`config.mk`:
```
export PLATFORM = sky130hd
export DESIGN_NAME = memwin_lane_steer
export DESIGN_NICKNAME = d
export VERILOG_FILES = /design/src/rtl/memwin_pkg.sv /design/src/rtl/memwin_cfg_reg.sv /design/src/rtl/memwin_window_match.sv /design/src/rtl/memwin_lane_map.sv /design/src/rtl/memwin_lane_steer.sv
export SDC_FILE = /design/constraint.sdc
export NUM_CORES = 1
export LEC_CHECK = 0
export BUFFER_PORTS_ARGS = -buffer_cell sky130_fd_sc_hd__buf_2
export CAP_MARGIN = 25
export CORE_MARGIN = 4
export CORE_UTILIZATION = 25
export DETAILED_ROUTE_END_ITERATION = 8
export PLACE_DENSITY_LB_ADDON = 0.08
export SLEW_MARGIN = 5
export SYNTH_ARGS = -nofsm -noshare
export SYNTH_HDL_FRONTEND = slang
export SYNTH_HIERARCHICAL = 1
export SYNTH_SLANG_ARGS = --single-unit
export TNS_END_PERCENT = 30
```
`constraint.sdc`:
```
create_clock -name clk -period 4.9 [get_ports clk]
set_input_delay 0.245 -clock clk [delete_from_list [all_inputs] [get_ports clk]]
set_output_delay 0.245 -clock clk [all_outputs]
set_load 0.01 [all_outputs]
```
`src/rtl/memwin_pkg.sv`:
```
package memwin_pkg;

    localparam int unsigned SIZE_CODE_W = 2;

    typedef enum logic [1:0] {
        ACC_BYTE = 2'b00,
        ACC_HALF = 2'b01,
        ACC_WORD = 2'b10,
        ACC_WIDE = 2'b11
    } acc_e;

endpackage

```
`src/rtl/memwin_cfg_reg.sv`:
```
module memwin_cfg_reg
    import memwin_pkg::*;
#(
    parameter int unsigned ADDR_W    = 32,
    parameter int unsigned MIN_LOG2  = 21,
    parameter int unsigned ORDER_BIT = 16,
    parameter int unsigned SIZE_LSB  = 0
) (
    input  logic                   clk,
    input  logic                   rst_n,
    input  logic                   we,
    input  logic [ADDR_W-1:0]      wdata,
    output logic                   valid,
    output logic                   big,
    output logic [SIZE_CODE_W-1:0] dsz,
    output logic [ADDR_W-1:0]      base
);

    typedef struct packed {
        logic                   valid;
        logic                   big;
        logic [SIZE_CODE_W-1:0] dsz;
        logic [ADDR_W-1:0]      base;
    } cfg_s;

    cfg_s cfg_d, cfg_q;

    always_comb begin
        cfg_d = cfg_q;
        if (we) begin
            cfg_d.valid = 1'b1;
            cfg_d.big   = wdata[ORDER_BIT];
            cfg_d.dsz   = wdata[SIZE_LSB +: SIZE_CODE_W];
            cfg_d.base  = {wdata[ADDR_W-1:MIN_LOG2], {MIN_LOG2{1'b0}}};
        end
    end

    always_ff @(posedge clk or negedge rst_n) begin
        if (!rst_n) begin
            cfg_q <= '0;
        end else begin
            cfg_q <= cfg_d;
        end
    end

    assign valid = cfg_q.valid;
    assign big   = cfg_q.big;
    assign dsz   = cfg_q.dsz;
    assign base  = cfg_q.base;

    // a load becomes visible one cycle later and never un-configures
    assert_load_visible_R2 : assert property (@(posedge clk) disable iff (!rst_n)
        we |=> (valid && dsz == $past(wdata[SIZE_LSB +: SIZE_CODE_W])
                && big == $past(wdata[ORDER_BIT])));

    assert_valid_sticky_R2 : assert property (@(posedge clk) disable iff (!rst_n)
        valid |=> valid);

endmodule

```
`src/rtl/memwin_window_match.sv`:
```
module memwin_window_match
    import memwin_pkg::*;
#(
    parameter int unsigned ADDR_W    = 32,
    parameter int unsigned MIN_LOG2  = 21,
    parameter int unsigned STEP_LOG2 = 2,
    parameter int unsigned NUM_SIZES = 3
) (
    input  logic                   clk,
    input  logic                   rst_n,
    input  logic                   valid,
    input  logic [SIZE_CODE_W-1:0] dsz,
    input  logic [ADDR_W-1:0]      base,
    input  logic [ADDR_W-1:0]      addr,
    output logic                   sel,
    output logic [ADDR_W-1:0]      offset
);

    logic [NUM_SIZES-1:0] hit;
    logic [ADDR_W-1:0]    offs [NUM_SIZES];

    for (genvar k = 0; k < NUM_SIZES; k++) begin : g_size
        localparam int unsigned BL = MIN_LOG2 + k * STEP_LOG2;
        assign hit[k]  = (addr[ADDR_W-1:BL] == base[ADDR_W-1:BL]);
        assign offs[k] = addr & ((ADDR_W'(1) << BL) - ADDR_W'(1));
    end

    always_comb begin
        sel    = 1'b0;
        offset = '0;
        for (int k = 0; k < NUM_SIZES; k++) begin
            if (valid && dsz == SIZE_CODE_W'(k) && hit[k]) begin
                sel    = 1'b1;
                offset = offs[k];
            end
        end
    end

    int blog;
    assign blog = int'(MIN_LOG2) + int'(dsz) * int'(STEP_LOG2);

    assert_sel_needs_cfg_R1 : assert property (@(posedge clk) disable iff (!rst_n)
        sel |-> valid);

    assert_reserved_quiet_R5 : assert property (@(posedge clk) disable iff (!rst_n)
        sel |-> (int'(dsz) < int'(NUM_SIZES)));

    assert_upper_bits_match_R3 : assert property (@(posedge clk) disable iff (!rst_n)
        sel |-> (((addr ^ base) >> blog) == '0));

    assert_offset_fits_R6 : assert property (@(posedge clk) disable iff (!rst_n)
        sel |-> ((offset >> blog) == '0));

    assert_offset_zero_miss_R6 : assert property (@(posedge clk) disable iff (!rst_n)
        !sel |-> (offset == '0));

endmodule

```
`src/rtl/memwin_lane_map.sv`:
```
module memwin_lane_map
    import memwin_pkg::*;
#(
    parameter int unsigned LANES  = 4,
    parameter int unsigned BYTE_W = 8
) (
    input  logic                      clk,
    input  logic                      rst_n,
    input  logic                      en,
    input  logic                      big,
    input  logic [1:0]                acc,
    input  logic [$clog2(LANES)-1:0]  lane_addr,
    input  logic [LANES*BYTE_W-1:0]   wr_data,
    input  logic [LANES*BYTE_W-1:0]   mem_rd_data,
    output logic [LANES-1:0]          lane_en,
    output logic [LANES*BYTE_W-1:0]   mem_wr_data,
    output logic [LANES*BYTE_W-1:0]   rd_data
);

    localparam int unsigned IW = $clog2(LANES);

    logic [IW:0] cnt;
    logic [IW:0] first_w;

    always_comb begin
        case (acc_e'(acc))
            ACC_BYTE: begin
                cnt     = (IW+1)'(1);
                first_w = {1'b0, lane_addr};
            end
            ACC_HALF: begin
                cnt     = (IW+1)'(2);
                first_w = {1'b0, lane_addr[IW-1:1], 1'b0};
            end
            default: begin
                cnt     = (IW+1)'(LANES);
                first_w = '0;
            end
        endcase
        if (big) begin
            first_w = (IW+1)'(LANES) - cnt - first_w;
        end
    end

    for (genvar i = 0; i < LANES; i++) begin : g_lane
        logic          in_grp;
        logic          rd_on;
        logic [IW-1:0] rel;
        logic [IW-1:0] src;

        assign in_grp = en && ((IW+1)'(i) >= first_w) && ((IW+1)'(i) < first_w + cnt);
        assign rd_on  = en && ((IW+1)'(i) < cnt);
        assign rel    = IW'(i) - first_w[IW-1:0];
        assign src    = IW'(i) + first_w[IW-1:0];

        assign lane_en[i] = in_grp;
        assign mem_wr_data[i*BYTE_W +: BYTE_W] =
            in_grp ? wr_data[int'(rel)*BYTE_W +: BYTE_W] : '0;
        assign rd_data[i*BYTE_W +: BYTE_W] =
            rd_on ? mem_rd_data[int'(src)*BYTE_W +: BYTE_W] : '0;
    end

    assert_byte_one_lane_R7 : assert property (@(posedge clk) disable iff (!rst_n)
        (en && acc == ACC_BYTE) |-> ($countones(lane_en) == 1));

    assert_byte_mirror_R8 : assert property (@(posedge clk) disable iff (!rst_n)
        (en && acc == ACC_BYTE && big) |-> lane_en[LANES-1-int'(lane_addr)]);

    assert_half_two_lanes_R9 : assert property (@(posedge clk) disable iff (!rst_n)
        (en && acc == ACC_HALF) |-> ($countones(lane_en) == 2));

    assert_word_all_lanes_R10 : assert property (@(posedge clk) disable iff (!rst_n)
        (en && acc[1]) |-> (&lane_en));

    assert_miss_quiet_R11 : assert property (@(posedge clk) disable iff (!rst_n)
        !en |-> (lane_en == '0 && mem_wr_data == '0));

    assert_miss_read_zero_R12 : assert property (@(posedge clk) disable iff (!rst_n)
        !en |-> (rd_data == '0));

endmodule

```
`src/rtl/memwin_lane_steer.sv`:
```
module memwin_lane_steer
    import memwin_pkg::*;
#(
    parameter int unsigned ADDR_W       = 32,
    parameter int unsigned LANES        = 4,
    parameter int unsigned BYTE_W       = 8,
    parameter int unsigned MIN_BLK_LOG2 = 21,
    parameter int unsigned STEP_LOG2    = 2,
    parameter int unsigned NUM_SIZES    = 3,
    parameter int unsigned ORDER_BIT    = 16,
    parameter int unsigned SIZE_LSB     = 0
) (
    input  logic                    clk,
    input  logic                    rst_n,
    input  logic                    cfg_we,
    input  logic [ADDR_W-1:0]       cfg_wdata,
    input  logic [ADDR_W-1:0]       bus_addr,
    input  logic [1:0]              acc_size,
    input  logic [LANES*BYTE_W-1:0] wr_data,
    input  logic [LANES*BYTE_W-1:0] mem_rd_data,
    output logic                    blk_sel,
    output logic [ADDR_W-1:0]       blk_offset,
    output logic [LANES-1:0]        lane_en,
    output logic [LANES*BYTE_W-1:0] mem_wr_data,
    output logic [LANES*BYTE_W-1:0] rd_data
);

    localparam int unsigned IW = $clog2(LANES);

    logic                   cfg_valid;
    logic                   cfg_big;
    logic [SIZE_CODE_W-1:0] cfg_dsz;
    logic [ADDR_W-1:0]      cfg_base;

    memwin_cfg_reg #(
        .ADDR_W    (ADDR_W),
        .MIN_LOG2  (MIN_BLK_LOG2),
        .ORDER_BIT (ORDER_BIT),
        .SIZE_LSB  (SIZE_LSB)
    ) u_cfg (
        .clk   (clk),
        .rst_n (rst_n),
        .we    (cfg_we),
        .wdata (cfg_wdata),
        .valid (cfg_valid),
        .big   (cfg_big),
        .dsz   (cfg_dsz),
        .base  (cfg_base)
    );

    memwin_window_match #(
        .ADDR_W    (ADDR_W),
        .MIN_LOG2  (MIN_BLK_LOG2),
        .STEP_LOG2 (STEP_LOG2),
        .NUM_SIZES (NUM_SIZES)
    ) u_match (
        .clk    (clk),
        .rst_n  (rst_n),
        .valid  (cfg_valid),
        .dsz    (cfg_dsz),
        .base   (cfg_base),
        .addr   (bus_addr),
        .sel    (blk_sel),
        .offset (blk_offset)
    );

    memwin_lane_map #(
        .LANES  (LANES),
        .BYTE_W (BYTE_W)
    ) u_lanes (
        .clk         (clk),
        .rst_n       (rst_n),
        .en          (blk_sel),
        .big         (cfg_big),
        .acc         (acc_size),
        .lane_addr   (bus_addr[IW-1:0]),
        .wr_data     (wr_data),
        .mem_rd_data (mem_rd_data),
        .lane_en     (lane_en),
        .mem_wr_data (mem_wr_data),
        .rd_data     (rd_data)
    );

    assert_silent_unconfigured_R1 : assert property (@(posedge clk) disable iff (!rst_n)
        !cfg_valid |-> (!blk_sel && lane_en == '0 && rd_data == '0));

    assert_enables_follow_sel_R3 : assert property (@(posedge clk) disable iff (!rst_n)
        blk_sel |-> (lane_en != '0));

endmodule

```
==> impl_metrics.env, run 1 <==
export IMPL_status="finished clean"
export IMPL_clock_skew_ns=0
export IMPL_hold_violations=0
export IMPL_ff_latch_area_sq_um=375
export IMPL_report_final_slew_viol_count=0
export IMPL_io_buffers=208
export IMPL_clk_pin_slew_ns=0.05
export IMPL_antenna_found_initial=0
export IMPL_antennaDiodeCount=0
export IMPL_fmaxAchievable_mhz=253
export IMPL_dieArea_sq_um=13400
export IMPL_ios=234
export IMPL_totalNegativeSetupSlack_ns=0
export IMPL_cp_start_kind="input port"
export IMPL_cts_root_buf="clkbuf_16"
export IMPL_wl_um=10900
export IMPL_vias=3115
export IMPL_coreArea_sq_um=11400
export IMPL_vdd_drop_max_mv=0.107
export IMPL_syn_area_sq_um=2910
export IMPL_crit_start="acc_size[1]"
export IMPL_cts_num_sinks=15
export IMPL_power_density_nw_per_um2=154
export IMPL_ys_warn_count=6
export IMPL_critPathCaptureType="output port"
export IMPL_multiInputGateArea_sq_um=2290
export IMPL_grt_pass1_vias=3124
export IMPL_post_cts_setup_buffer_count=0
export IMPL_cts_path_max_buffers=2
export IMPL_period_share_pct=80.8
export IMPL_crit_type="input port to output port"
export IMPL_grt_max_degree=39
export IMPL_fin_util_pct=35.3
export IMPL_area_growth_pct=38.8
export IMPL_grt_overflow=0
export IMPL_crit_required_ns=4.66
export IMPL_nNetsFinal=618
export IMPL_die_x_um=116
export IMPL_die_h_um=116
export IMPL_drc=0
export IMPL_wl_per_cell_um=17.5
export IMPL_hpwl_um=8590
export IMPL_htreeDepth=1
export IMPL_netlist_instances=287
export IMPL_min_from="cfg_wdata[22]"
export IMPL_fill_cells=1235
export IMPL_grtUsageTotal_pct=15.3
export IMPL_grt_pass1_wl_um=16500
export IMPL_worst_pin_slew_ns=0.951
export IMPL_std_cell_rows=39
export IMPL_critPathMaxFanout=20
export IMPL_initial_utilization_pct=25.5
export IMPL_drtAntennaViolNets=0
export IMPL_drtIter0Drc=175
export IMPL_drive_above_1_share_pct=56.5
export IMPL_rsz0062_at_grt="no"
export IMPL_setup_viol=0
export IMPL_clock_latency_ns=0.24
export IMPL_arrival_ns=3.71
export IMPL_max_slew_margin_pct=36.3
export IMPL_period_minus_slack_ns=3.96
export IMPL_cts_tree="done"
export IMPL_p_leak_nw=2.30
export IMPL_whs_ns=0.229
export IMPL_min_path_type="input port to flip-flop"
export IMPL_vias_per_cell=5.02
export IMPL_max_cap_violations=0
export IMPL_drtPass1Iterations=4
export IMPL_cts_made_buffers=3
export IMPL_reg2reg_from="u_cfg/big$_DFFE_PN0P_"
export IMPL_place_congestion=0.751
export IMPL_syn_avg_cell_area_sq_um=10.1
## power by group
group | total (W) | internal, W | switching [W]
registers | 0.000146 | 0.000136 | 0.0000101
clock network | 0.000160 | 0.000110 | 0.0000498
logic | 0.000314 | 0.000165 | 0.000149
total | 0.000620 | 0.000411 | 0.000209
## what timing repair did
item / in CTS / in global routing
endpoints found under the hold margin: 15 / 0
setup endpoints to repair: 0 / 0
resized for setup: 0 / 0
hold buffers: 1 / 0
## critical path, cell delays in order
cell,delay [ns]
buf_2,0.12
nor2_1,0.15
inv_1,0.08
ha_1,0.37
nand2b_1,0.23
xnor2_1,0.14
nand2b_1,0.07
ha_1,0.26
a21o_1,0.15
buf_4,0.26
clkinv_1,0.23
ha_1,0.25
or3_1,0.37
o211ai_1,0.43
nor3b_1,0.15
buf_2,0.19
## flip-flops by register name, summed over array words and instances (netlist names)
name / cells
u_cfg/dsz: 2
u_cfg/base: 11
u_cfg/big: 1
u_cfg/valid: 1
## through the flow
| stage | std cells | total power [W] | instance area (sq um) | setup slack [ns] |
|---|---|---|---|---|
| floorplan | 293 | 0.000373 | 2930 | 1.10 |
| global placement | 616 | 0.000457 | 3950 | 0.947 |
| detailed placement | 616 | 0.000463 | 3950 | 0.909 |
| CTS | 621 | 0.000628 | 4040 | 0.906 |
| global route | 621 | 0.000666 | 4040 | 0.595 |
| finish | 621 | 0.000620 | 4040 | 0.941 |
## routing by layer
| metal | share of wire, % | global-route usage, % |
|---|---|---|
| met5 | 0 | 0 |
| met4 | 0.48 | 1.86 |
| met3 | 8.6 | 2.45 |
| met2 | 49 | 27.8 |
| met1 | 42 | 19.6 |
## path summary, 6_finish.rpt
path	depth (start not counted)	slack (ns)	end
max	16	0.94	mem_wr_data[5]
max in group asynchronous	2	4.20	u_cfg/dsz[0]$_DFFE_PN0P_
min in group asynchronous	2	0.44	u_cfg/base[30]$_DFFE_PN0P_
max reg2reg	1	4.05	u_cfg/big$_DFFE_PN0P_
min	2	0.23	u_cfg/base[22]$_DFFE_PN0P_
min reg2reg	1	0.47	u_cfg/valid$_DFFE_PN0P_
## placed cells by master, fill, tap and decap left out, drive strengths merged, types with 6 or more instances in the layout
| cell | n |
|---|---|
| mux2 | 15 |
| dfrtp | 15 |
| mux2i | 24 |
| a21oi | 9 |
| nand2 | 14 |
| nor2 | 12 |
| xnor2 | 11 |
| mux4 | 32 |
| buf | 213 |
| and3 | 41 |
| a221oi | 8 |
| conb | 7 |
| inv | 6 |
| nor2b | 10 |
| o22ai | 16 |
| nor3b | 8 |
## area by class of cell
cell class,instances,share of cell area (%)
Tap cell,143,4.43
Timing Repair Buffer,214,27.0
Multi-Input combinational cell,238,56.6
Sequential cell,15,9.30
Inverter,7,0.713
Clock buffer,4,1.95
Power figures use the tool's default switching activity.
==> inputs of run 2 (changes only) <==
==> constraint.sdc (replaced) <==
create_clock -name clk -period 3.3 [get_ports clk]
set_input_delay 0.165 -clock clk [delete_from_list [all_inputs] [get_ports clk]]
set_output_delay 0.165 -clock clk [all_outputs]
set_load 0.01 [all_outputs]
==> impl_metrics.env, run 2 (synthesized netlist as in run 1, its figures left out) <==
export IMPL_status="finished clean"
export IMPL_critPathMaxFanout=4
export IMPL_die_x_um=116
export IMPL_drive_above_1_share_pct=60.2
export IMPL_max_cap_violations=0
export IMPL_setup_viol=0
export IMPL_vias=3130
export IMPL_min_path_type="input port to flip-flop"
export IMPL_grt_pass1_wl_um=16200
export IMPL_worst_pin_slew_ns=0.665
export IMPL_cts_path_max_buffers=2
export IMPL_largest_reg_flops=11
export IMPL_die_h_um=116
export IMPL_stdcell_count=633
export IMPL_vias_per_cell=4.94
export IMPL_fmaxAchievable_mhz=320
export IMPL_cts_root_buf="clkbuf_16"
export IMPL_multiInputGateArea_sq_um=2360
export IMPL_period_minus_slack_ns=3.13
export IMPL_period_share_pct=94.8
export IMPL_grt_max_degree=42
export IMPL_critPathCaptureType="output port"
export IMPL_drtIter0Drc=187
export IMPL_place_congestion=0.739
export IMPL_wl_per_cell_um=16.8
export IMPL_nNetsFinal=630
export IMPL_crit_required_ns=3.13
export IMPL_fill_cells=1232
export IMPL_cts_tree="done"
export IMPL_hold_violations=0
export IMPL_arrival_ns=2.96
export IMPL_htreeDepth=1
export IMPL_clock_latency_ns=0.24
export IMPL_antennaDiodeCount=0
export IMPL_p_leak_nw=2.38
export IMPL_totalNegativeSetupSlack_ns=0
export IMPL_grt_overflow=0
export IMPL_report_final_slew_viol_count=0
export IMPL_dieArea_sq_um=13400
export IMPL_vdd_drop_max_mv=0.233
export IMPL_initial_utilization_pct=25.5
export IMPL_drtPass1Iterations=4
export IMPL_cts_made_buffers=3
export IMPL_max_slew_margin_pct=55.6
export IMPL_cp_start_kind="input port"
export IMPL_crit_type="input port to output port"
export IMPL_dp_cells=624
export IMPL_cts_num_sinks=15
export IMPL_drc=0
export IMPL_area_growth_pct=44.8
export IMPL_final_common_cell="buf_2"
export IMPL_most_common_layout_cells="buf_2 (209), and3_1 (38), mux4_2 (30)"
export IMPL_io_buffers=208
export IMPL_std_cell_rows=39
export IMPL_rsz0062_at_grt="no"
export IMPL_clk_pin_slew_ns=0.05
export IMPL_drtAntennaViolNets=0
export IMPL_whs_ns=0.150
export IMPL_hpwl_um=8570
export IMPL_power_density_nw_per_um2=227
export IMPL_coreArea_sq_um=11400
export IMPL_clock_skew_ns=0
export IMPL_antenna_found_initial=0
export IMPL_ios=234
export IMPL_wl_um=10700
export IMPL_grt_pass1_vias=3187
export IMPL_grtUsageTotal_pct=14.8
export IMPL_ff_latch_area_sq_um=375
==> run 2: timing repair <==
action / CTS / global route
hold buffers: 1 / 0
endpoints found under the hold margin: 15 / 0
endpoints found under the setup margin: 0 / 20
buffers inserted: 0 / 3
resized for setup: 0 / 8
==> run 2: report_power, final <==
group	switching [W]	leakage [nW]	internal (W)	total, W
sequential	0.0000155	0.172	0.000202	0.000217
clock	0.0000727	0.0409	0.000162	0.000234
combinational	0.000232	2.17	0.000271	0.000503
==> run 2: metrics by stage <==
step / worst slack, ns / power [W] / instance area [sq um] / utilization, %
6_report: 0.170 / 0.000954 / 4210 / 36.9
5_1_grt: 0.00287 / 0.00102 / 4210 / 36.9
4_1_cts: 0.149 / 0.000947 / 4140 / 36.3
3_5_place_dp: 0.154 / 0.000708 / 4050 / 35.5
3_3_place_gp: 0.176 / 0.000698 / 4050 / 35.5
2_1_floorplan: -0.0403 / 0.000565 / 2990 / -
==> run 2: area by class of cell <==
class                   count  area share [%]
multi-input cells         238            56.0
repair buffers            226            28.2
flip-flops and latches     15            8.92
well taps                 143            4.25
clock buffers               3            1.78
inverters                   7           0.684
clock inverters             1           0.119
==> run 2: worst max-delay path: stages <==
cell      delay, ns
buf_2          0.16
nor2_4         0.10
inv_2          0.04
ha_2           0.18
nand2b_4       0.14
xnor2_2        0.11
nand2b_1       0.07
ha_1           0.28
a21o_4         0.22
fa_2           0.38
xor2_4         0.18
or3_1          0.32
o211ai_1       0.16
buf_2          0.24
nor3b_1        0.06
buf_2          0.16
==> run 2: worst paths after layout <==
kind / startpoint / end / slack, ns / depth (start not counted)
max: acc_size[0] / mem_wr_data[6] / 0.17 / 16
min: cfg_wdata[25] / u_cfg/base[25]$_DFFE_PN0P_ / 0.15 / 2
max reg2reg: u_cfg/big$_DFFE_PN0P_ / u_cfg/big$_DFFE_PN0P_ / 2.44 / 1
min reg2reg: u_cfg/valid$_DFFE_PN0P_ / u_cfg/valid$_DFFE_PN0P_ / 0.46 / 1
max in group asynchronous: rst_n / u_cfg/dsz[0]$_DFFE_PN0P_ / 2.68 / 2
min in group asynchronous: rst_n / u_cfg/base[29]$_DFFE_PN0P_ / 0.36 / 2
==> run 2: routing by layer <==
metal / vias up / routed length (um) / track usage [%] / share of wire [%]
li1: 1507 / - / - / -
met4: 0 / 53 / 1.70 / 0.50
met5: - / 0 / 0 / 0
met3: 6 / 932 / 2.51 / 8.7
met2: 127 / 5310 / 27.1 / 50
met1: 1490 / 4360 / 18.7 / 41
==> inputs of run 3 (changes only) <==
--- a/config.mk
+++ b/config.mk
@@ -5,11 +5,11 @@
 export SDC_FILE = /design/constraint.sdc
 export NUM_CORES = 1
 export LEC_CHECK = 0
-export BUFFER_PORTS_ARGS = -buffer_cell sky130_fd_sc_hd__buf_2
 export CAP_MARGIN = 25
-export CORE_MARGIN = 4
+export CORE_MARGIN = 3
 export CORE_UTILIZATION = 25
 export DETAILED_ROUTE_END_ITERATION = 8
+export DONT_BUFFER_PORTS = 1
 export PLACE_DENSITY_LB_ADDON = 0.08
 export SLEW_MARGIN = 5
 export SYNTH_ARGS = -nofsm -noshare
==> impl_metrics.env, run 3 (synthesized netlist as in run 1, its figures left out) <==
export IMPL_multiInputGateArea_sq_um=2320
export IMPL_p_leak_nw=1.44
export IMPL_drc=0
export IMPL_period_share_pct=93.4
export IMPL_antennaDiodeCount=0
export IMPL_cts_tree="done"
export IMPL_report_final_slew_viol_count=0
export IMPL_antenna_found_initial=1
export IMPL_arrival_ns=2.92
export IMPL_clk_pin_slew_ns=0.05
export IMPL_fmaxAchievable_mhz=324
export IMPL_coreArea_sq_um=11100
export IMPL_critical_path_depth=13
export IMPL_cts_path_max_buffers=2
export IMPL_place_congestion=0.828
export IMPL_setup_viol=0
export IMPL_rsz0062_at_grt="no"
export IMPL_cts_made_buffers=3
export IMPL_grt_pass1_wl_um=14200
export IMPL_grt_pass1_vias=2575
export IMPL_power_density_nw_per_um2=260
export IMPL_cpPeakStageDelay_ns=0.53
export IMPL_cp_start_kind="input port"
export IMPL_worst_pin_slew_ns=0.675
export IMPL_reg2reg_depth=1
export IMPL_critPathBufInv=2
export IMPL_area_growth_pct=10.1
export IMPL_ff_latch_area_sq_um=375
export IMPL_grtUsageTotal_pct=13.7
export IMPL_whs_ns=0.0419
export IMPL_vias_per_cell=5.72
export IMPL_vias=2478
export IMPL_min_to="u_cfg/valid$_DFFE_PN0P_"
export IMPL_min_from="cfg_we"
export IMPL_grt_max_degree=33
export IMPL_htreeDepth=1
export IMPL_fill_cells=1179
export IMPL_final_common_cell="and3_1"
export IMPL_nNetsFinal=433
export IMPL_drtIter0Drc=136
export IMPL_crit_required_ns=3.13
export IMPL_clock_latency_ns=0.24
export IMPL_die_x_um=114
export IMPL_period_minus_slack_ns=3.08
export IMPL_initial_utilization_pct=26.2
export IMPL_cp_cell_sequence="nand2b_1 > ha_2 > nand2b_1 > xnor2_1 > nand2b_1 > ha_1 > a21o_1 > fa_2 > or3_1 > o211ai_1 > buf_4 > nor3b_1 > buf_4"
export IMPL_wl_um=9730
export IMPL_most_common_layout_cells="and3_1 (38), mux4_2 (30), buf_4 (28)"
export IMPL_hpwl_um=7760
export IMPL_post_cts_setup_buffer_count=0
export IMPL_min_path_type="input port to flip-flop"
export IMPL_dieArea_sq_um=13000
export IMPL_std_cell_rows=38
export IMPL_drive_above_1_share_pct=32.1
export IMPL_power_w=0.000833
export IMPL_critPathCaptureType="output port"
export IMPL_cts_num_sinks=15
export IMPL_drtPass1Iterations=4
export IMPL_timing_rr_end="u_cfg/big$_DFFE_PN0P_"
export IMPL_largest_reg_flops=11
export IMPL_critPathMaxFanout=9
export IMPL_max_slew_margin_pct=54.9
export IMPL_crit_type="input port to output port"
export IMPL_hold_violations=0
export IMPL_r2r_slack_ns=2.45
export IMPL_ios=234
export IMPL_die_h_um=114
export IMPL_reg2reg_from="u_cfg/big$_DFFE_PN0P_"
export IMPL_io_buffers=0
export IMPL_hold_depth=1
export IMPL_cp_slowest_cell="fa_2"
export IMPL_drtAntennaViolNets=0
export IMPL_cts_root_buf="clkbuf_16"
export IMPL_clock_skew_ns=0
export IMPL_vdd_drop_max_mv=0.243
export IMPL_path_common_cell="nand2b_1"
export IMPL_status="finished clean"
export IMPL_wl_per_cell_um=22.5
export IMPL_grt_overflow=0
export IMPL_cp_top_family="adder cells"
export IMPL_max_cap_violations=0
-- run 3: cell count changes in the layout (fill, tap and decap cells not counted), sizes merged --
cell    delta
clkbuf     +1
buf      -197
inv        -1
-- run 3: cell type report --
class / count / share of cell area [%]
flip-flops and latches: 15 / 11.7
multi-input cells: 238 / 72.6
repair buffers: 29 / 6.88
clock buffers: 4 / 2.46
inverters: 7 / 0.899
well taps: 140 / 5.47
-- run 3: layer usage --
metal	GRT usage [%]	share of wire, %	vias up
li1	-	-	1114
met1	16.5	38	1193
met2	25.1	50	162
met3	3.55	11	7
met4	1.98	0.63	2
met5	0	0.13	-
-- run 3: what timing repair did --
action                                  in CTS  in global routing
resized for setup                            0                  2
endpoints found under the hold margin       15                  0
hold buffers                                 1                  0
endpoints found under the setup margin       0                  5
-- run 3: worst max path at each step --
stage                           start        endpoint
after global routing      acc_size[1]  mem_wr_data[2]
after CTS                 acc_size[1]  mem_wr_data[4]
after floorplan           acc_size[1]      lane_en[0]
final                     acc_size[1]  mem_wr_data[4]
after detailed placement  acc_size[1]  mem_wr_data[4]
after global placement    acc_size[1]  mem_wr_data[2]
-- run 3: power breakdown --
group,switching (W),internal (W)
Sequential,0.0000150,0.000202
Combinational,0.000175,0.000210
Clock,0.0000679,0.000163
Total,0.000258,0.000575
-- run 3: stage by stage --
step	utilization [%]	std cells	cell area, sq um	TNS, ns	setup WS [ns]
6_report	28.9	433	3200	0	0.218
5_1_grt	28.9	433	3200	0	0.0190
4_1_cts	28.8	433	3190	0	0.176
3_5_place_dp	28.0	428	3110	0	0.182
3_3_place_gp	28.0	428	3110	0	0.200
2_1_floorplan	-	293	2990	-0.0403	-0.0403
